--- src/rtl/stumps_bist.sv ---
module stumps_bist #(
  parameter int N_CHAINS  = 25,
  parameter int CHAIN_LEN = 40,
  parameter int LFSR_W    = 16,
  parameter int PAT_W     = 16,
  parameter logic [LFSR_W-1:0]   LFSR_TAPS = 16'hB400,
  parameter logic [N_CHAINS-1:0] MISR_POLY = 25'h0000009
) (
  input  logic                        clk,
  input  logic                        rst_n,
  input  logic                        start,
  input  logic [LFSR_W-1:0]           seed,
  input  logic [PAT_W-1:0]            pat_count,
  input  logic                        inj_en,
  input  logic [$clog2(N_CHAINS)-1:0] inj_chain,
  output logic                        done,
  output logic [N_CHAINS-1:0]         signature
);
  localparam int CW = $clog2(N_CHAINS);
  localparam int BW = $clog2(CHAIN_LEN);
  localparam logic [BW-1:0] LAST_BIT = BW'(CHAIN_LEN - 1);

  typedef enum logic [1:0] {S_IDLE, S_SHIFT, S_CAP, S_DONE} state_t;

  state_t                state;
  logic [LFSR_W-1:0]     lfsr;
  logic [N_CHAINS-1:0]   misr;
  logic [BW-1:0]         bitcnt;
  logic [PAT_W-1:0]      left;
  logic                  unload;
  logic [CHAIN_LEN-1:0]  chain   [N_CHAINS];
  logic [CHAIN_LEN-1:0]  cap_nxt [N_CHAINS];
  logic [N_CHAINS-1:0]   si, so;

  wire busy = (state == S_SHIFT) || (state == S_CAP);
  wire [LFSR_W-1:0]   lfsr_nxt = (lfsr >> 1) ^ (lfsr[0] ? LFSR_TAPS : '0);
  wire [N_CHAINS-1:0] misr_nxt = {misr[N_CHAINS-2:0], 1'b0}
                                 ^ (misr[N_CHAINS-1] ? MISR_POLY : '0) ^ so;

  for (genvar i = 0; i < N_CHAINS; i++) begin : g_chain
    localparam int TA = i % LFSR_W;
    localparam int TB = (2 * i + 1) % LFSR_W;
    localparam int TC = (5 * i + 3) % LFSR_W;
    localparam int NB = (i + 1) % N_CHAINS;
    assign si[i] = lfsr[TA] ^ lfsr[TB] ^ lfsr[TC];
    assign so[i] = chain[i][CHAIN_LEN-1];
    for (genvar j = 0; j < CHAIN_LEN; j++) begin : g_bit
      localparam int JN = (j + 1) % CHAIN_LEN;
      if (j == 0) begin : g_inj
        assign cap_nxt[i][j] = chain[i][j] ^ (chain[NB][j] & chain[i][JN])
                               ^ (inj_en && inj_chain == CW'(i));
      end else begin : g_plain
        assign cap_nxt[i][j] = chain[i][j] ^ (chain[NB][j] & chain[i][JN]);
      end
    end
  end

  always_ff @(posedge clk) begin
    if (!rst_n) begin
      state  <= S_IDLE;
      lfsr   <= '0;
      misr   <= '0;
      bitcnt <= '0;
      left   <= '0;
      unload <= 1'b0;
      for (int i = 0; i < N_CHAINS; i++) chain[i] <= '0;
    end else begin
      case (state)
        S_IDLE, S_DONE: if (start) begin
          lfsr   <= (seed == '0) ? LFSR_W'(1) : seed;
          misr   <= '0;
          bitcnt <= '0;
          left   <= pat_count;
          unload <= 1'b0;
          state  <= (pat_count == '0) ? S_DONE : S_SHIFT;
        end
        S_SHIFT: begin
          lfsr <= lfsr_nxt;
          for (int i = 0; i < N_CHAINS; i++)
            chain[i] <= {chain[i][CHAIN_LEN-2:0], si[i]};
          if (unload) misr <= misr_nxt;
          if (bitcnt == LAST_BIT) begin
            bitcnt <= '0;
            state  <= (left == '0) ? S_DONE : S_CAP;
          end else begin
            bitcnt <= bitcnt + 1'b1;
          end
        end
        S_CAP: begin
          for (int i = 0; i < N_CHAINS; i++) chain[i] <= cap_nxt[i];
          left   <= left - 1'b1;
          unload <= 1'b1;
          state  <= S_SHIFT;
        end
        default: state <= S_IDLE;
      endcase
    end
  end

  assign done      = (state == S_DONE);
  assign signature = misr;

  AST_RESET_CLEAN: assert property (@(posedge clk)
    $past(!rst_n) |-> !done && signature == '0);
  AST_BITCNT_RANGE: assert property (@(posedge clk) disable iff (!rst_n)
    bitcnt <= LAST_BIT);
  AST_CAP_SINGLE: assert property (@(posedge clk) disable iff (!rst_n)
    state == S_CAP |=> state == S_SHIFT);
  AST_MISR_LOAD_HOLD: assert property (@(posedge clk) disable iff (!rst_n)
    state == S_SHIFT && !unload |=> $stable(signature));
  AST_DONE_FROM_SHIFT: assert property (@(posedge clk) disable iff (!rst_n)
    $rose(done) && $past(busy) |-> $past(state == S_SHIFT && bitcnt == LAST_BIT));
  AST_ZERO_PATS: assert property (@(posedge clk) disable iff (!rst_n)
    !busy && start && pat_count == '0 |=> done && signature == '0);
  AST_DONE_HOLD: assert property (@(posedge clk) disable iff (!rst_n)
    done && !start |=> done && $stable(signature));
  AST_BUSY_NO_RESTART: assert property (@(posedge clk) disable iff (!rst_n)
    state == S_SHIFT && bitcnt != LAST_BIT |=> state == S_SHIFT && !done);
endmodule

--- config.mk ---
export PLATFORM = sky130hd
export DESIGN_NAME = stumps_bist
export DESIGN_NICKNAME = d
export VERILOG_FILES = /design/src/rtl/stumps_bist.sv
export SDC_FILE = /design/constraint.sdc
export NUM_CORES = 2
export LEC_CHECK = 0
export ABC_AREA = 1
export BUFFER_PORTS_ARGS = -buffer_cell sky130_fd_sc_hd__buf_2
export CAP_MARGIN = 20
export CORE_ASPECT_RATIO = 0.5
export CORE_MARGIN = 2
export CORE_UTILIZATION = 40
export DETAILED_ROUTE_END_ITERATION = 8
export HOLD_SLACK_MARGIN = 0.15
export PLACE_DENSITY = 0.6
export SLEW_MARGIN = 20
export SYNTH_ARGS = -nofsm -noshare
export SYNTH_HDL_FRONTEND = slang
export SYNTH_SLANG_ARGS = --single-unit
--- constraint.sdc ---
create_clock -name clk -period 25 [get_ports clk]
set_clock_uncertainty 0.05 [all_clocks]
set_input_delay 7.5 -clock clk [delete_from_list [all_inputs] [get_ports clk]]
set_output_delay 7.5 -clock clk [all_outputs]
set_load 0.1 [all_outputs]
; Yosys cells after proc, flatten, opt, wreduce, memory -nomap -nowiden
; Memory sizes are Yosys's and may differ from the RTL's.
; Index checks and enable logic that the tools add are counted.
[classes]
n_addsub = 2
eq_ne = 31
mux = 77
bitwise_logic = 2108
reduce_logical = 37
[op_table]
columns = op, count
row1 = two-way mux 40 bit, 50
row2 = bitwise XOR 1 bit, 1055
row3 = bitwise AND 1 bit, 1000
row4 = two-way mux 16 bit, 4
row5 = one-hot mux 16 bit (2 select lines), 2
row6 = two-way mux 25 bit, 2
row7 = bitwise OR 1 bit, 50
row8 = one-hot mux 25 bit (2 select lines), 1
row9 = logical NOT 16 bit, 3
row10 = equality test 5 bit (second input constant), 9
row11 = equality test 5 x 4 -> 1 bit (second input constant), 8
row12 = logical AND 1 bit, 25
row13 = bitwise XOR 25 bit, 1
row14 = bitwise XOR 25 x 4 -> 25 bit, 1
row15 = equality test 5 x 3 -> 1 bit (second input constant), 4
row16 = subtractor 16 x 1 -> 16 bit (second input constant), 1
row17 = bitwise XOR 15 x 16 -> 16 bit, 1
row18 = two-way mux 6 bit, 2
row19 = one-hot mux 6 bit (2 select lines), 1
row20 = equality test 5 x 2 -> 1 bit (second input constant), 2
row21 = two-way mux 1 bit, 9
row22 = adder 6 x 1 -> 6 bit (second input constant), 1
row23 = equality test 6 bit (second input constant), 1
row24 = two-way mux 2 bit, 3
row25 = 14 further kinds, 19
[totals]
regBits = 66
ram_bits = 1000
inputBits = 41
out_inout_bits = 26
word_cells = 2262
n_memories = 1
[memory_table]
columns = name, depth, word_bits, read_ports, rd_ports_with_merged_regs, wr, line_no
row1 = chain, 25, 40, 25, 0, 25, 31  ; logic [CHAIN_LEN-1:0] chain [N_CHAINS];

; Depth between registers and ports, before layout
[depth]
word_depth = 6
mapped_depth = 11
depth_no_buf = 10

; Worst setup path before layout
; Ideal clock, no wire load.
[synth_timing]
path_kind = input port to flip-flop
from = in rst_n
to = mem chain[10][0] (enable)
arrival_ps = 17883
t_required_ps = 20702
path_slack_ps = 2819
stages = 5
path_buffers = 2
path_cell_list = inv_1 nor2_2 clkbuf_1 buf_2 nand2_1
[synth_rtl]
columns = element, line_no
row1 = from (decl), 10  ; input logic rst_n,
row2 = to (decl), 31

==> flow_summary_export.csv <==
group,metric,value,unit
run_status,status,"finished clean",
run,drv_cap,0,
setup_path,critical-path-slowest-cell,"buf_4",
route,drt_wl_total,166000,um
yosys,ys_types,39,
global_route,grt.busiest_layer,"met1",
cts,clockBufferDepth,3,
floorplanning,dieArea,150000,sq um
setup_path,arrival,11.89,ns
placement,gp_congestion,0.860,
route,final_antenna_net_count,0,
power_and_ir_drop,power.density,133,nW/um^2
yosys,async_reset_ff_frac,0,
power_and_ir_drop,swShare,0.430,
cts,numCtsBuffers,107,
yosys,yosysTopAreaCellShare,0.513,
sta,worst_pin_slew,1.26,ns
yosys,synthFlopType,"edfxtp_1",
sta,grt_setup_unrepaired,"false",
global_route,grt_pass1_wl,259000,um
route,drt_iter0_drc,5411,
route,drc,0,
cts,clk_pin_slew,0.07,ns
cts,cts_tree,"yes",
layout,nNetsFinal,6302,
hold_path,min_path_type,"register to register",
layout,drive_gt1_frac,0.0454,
power_and_ir_drop,clock_power_share,0.194,
layout,final_cell_count_no_fill,8317,
global_route,grt_max_degree,204,
layout,syn2layout_area_growth,9.36,%
yosys,synth-seq-area-share,0.536,
yosys,synth_area_per_cell,9.24,sq um
setup_path,critPathMaxFanout,187,
cts,cts.repair.resized,0,
cts,cts.htree.levels,3,
setup_path,critPathLaunchType,"primary input",
power_and_ir_drop,p_comb_frac,0.309,
yosys,syn_inst,6337,
cts,cts_setup_buffers,0,
route,drtPass1Iterations,6,
yosys,synthTopCellsByCount,"1267 x a21oi_1, 1179 x nand2_1, 1000 x edfxtp_1",
global_route,use_met3,0.0367,
yosys,yosys.area.top_type,"edfxtp_1",
sta,finalHoldViolCount,0,
placement,hpwl,105000,um
power_and_ir_drop,internal_power,0.00485,W
global_route,grt_pass1_vias,44700,
global_route,grt-ovfl-total,0,
power_and_ir_drop,p_leak,21.6,nW
power_and_ir_drop,power,0.00851,W
global_route,antenna_found_initial,5,
placement,portBuffers,66,
route,avgRoutedWirePerCell,19.9,um
cts,cts_root_buf,"clkbuf_16",
cts,cts.sinks,1066,
power_and_ir_drop,seq_power_share,0.497,
sta,fmax,86.2,MHz
sta,finalCritPeriodShare,0.464,
yosys,synth-seq-cells,1066,
floorplanning,initial_utilization,0.402,
yosys,yosysWarningCount,0,
power_and_ir_drop,ir_worst_vdd,0.0783,mV
floorplanning,placementRows,99,
layout,design_area,64000,sq um
yosys,synth_nets,6383,
setup_path,worstPathRequired,25.28,ns
yosys,synth-edff-count,1000,
setup_path,worstSetupPathType,"primary input to register",
cts,clock_latency,0.75,ns
sta,fin_crit,11.61,ns
floorplanning,fp.dieW,545,um
sta,finalSetupTns,0,ns
floorplanning,core,146000,sq um
route,num_vias,47600,
placement,place_area,60500,sq um
yosys,synth.cell_area,58500,sq um
floorplanning,die_h,274,um
global_route,met1_usage,0.329,
global_route,grt_util_met2,0.309,
yosys,synth_area_leaders,"edfxtp_1 51%, a21oi_1 11%, nand2_1 7.6%",
placement,dp.cells,8116,
setup_path,endpoint_kind,"register",
sta,finalSetupViolCount,0,
yosys,synth.most_common_cell,"a21oi_1",
sta,drv_slew,0,
setup_path,slowest_delay,0.93,ns
sta,maxSlewHeadroom,0.158,
power_and_ir_drop,power_switching,0.00366,W
floorplanning,io_pins,67,
setup_path,path_cells,"buf_2 -> inv_2 -> nor2_4 -> nand2_4 -> buf_4 -> buf_12 -> buf_12 -> buf_4",
route,via_per_inst,5.73,
cts,hold_buffers,0,
global_route,track_usage,0.216,
## layout make-up
type                            count  area [sq um]
Fill cell                       14200         81500
Sequential cell                  1066         31400
Multi-Input combinational cell   4365         23700
Clock buffer                      151          3030
Tap cell                         1969          2460
Inverter                          608          2300
Timing Repair Buffer              108           721
Clock inverter                     49           444
Antenna cell                        1          2.50
## flip-flops by register name, indices dropped and copies added (netlist names)
register / flops
state: 2
left: 16
unload: 1
signature: 25
lfsr: 16
chain: 1000
bitcnt: 6
## metrics by stage
stage | hold slack, ns | setup WS [ns] | utilization
after global routing | 0.459 | 13.02 | 0.440
after global placement | 0.420 | 12.50 | 0.416
after CTS | 0.433 | 13.29 | 0.440
after floorplan | 0.402 | 2.82 | -
final | 0.432 | 13.39 | 0.440
after detailed placement | 0.422 | 12.49 | 0.416
## power groups by stage
stage	combinational (W)	sequential, W	clock [W]
2_1_floorplan	0.00201	0.00404	0
3_3_place_gp	0.00258	0.00423	0
3_5_place_dp	0.00261	0.00424	0
4_1_cts	0.00263	0.00421	0.00167
5_1_grt	0.00296	0.00435	0.00174
6_report	0.00263	0.00423	0.00165
## final timing paths
| kind | startpoint | endpoint | slack (ns) | cells past startpoint |
|---|---|---|---|---|
| max reg2reg | state[0] | chain[11][6] | 19.38 | 7 |
| max | rst_n | chain[11][6] | 13.39 | 8 |
| min | left[10] | left[10] | 0.43 | 2 |
| min reg2reg | left[10] | left[10] | 0.43 | 2 |
## cell usage in the layout (no fill, tap or decap), types with 2 or more instances in the layout
cell	instances
a21oi_1	1267
nand2_1	1175
edfxtp_1	1000
inv_1	603
xor2_1	341
o21ai_0	328
o32ai_1	319
nor3_1	317
nand3_1	196
xnor2_1	158
o22ai_1	123
clkbuf_16	110
nor2_1	85
dfxtp_1	66
buf_2	66
buf_4	36
clkbuf_1	29
clkinv_2	23
clkinv_1	14
o211ai_1	13
clkbuf_8	12
bufinv_16	7
o21ai_1	6
buf_12	6
or2_2	5
ha_1	4
inv_8	3
nand2_2	3
nor2_4	3
nand2_4	3
clkinv_8	3
inv_2	2
o21ai_4	2
a31oi_1	2
nand4_1	2
a211oi_1	2
## worst max-delay path: cells and delay by family
kind	cells	cell delay (ns)
buffers and inverters	6	3.41
and+or+nand+nor	2	0.65
## per-layer routing
metal / vias to the layer above / share of wire
li1: 22600 / -
met1: 23400 / 0.48
met2: 1401 / 0.42
met3: 207 / 0.071
met4: 6 / 0.029
met5: - / 0.00019
## logic make-up (layout without fill, tap and decap cells)
logic type | after synthesis | after routing | share of synthesized area
AOI/OAI and AO/OA | 2068 | 2068 | 0.201
and+or+nand+nor | 1792 | 1792 | 0.127
DFF | 1066 | 1066 | 0.536
buffers and inverters | 906 | 916 | 0.0607
xor gates and xnor gates | 499 | 499 | 0.0747
adders and majority gates | 5 | 5 | 0.00107
muxes | 1 | 1 | 0.000171
other | 0 | 1 | 0
No activity file was read; power rests on OpenSTA's default activity.
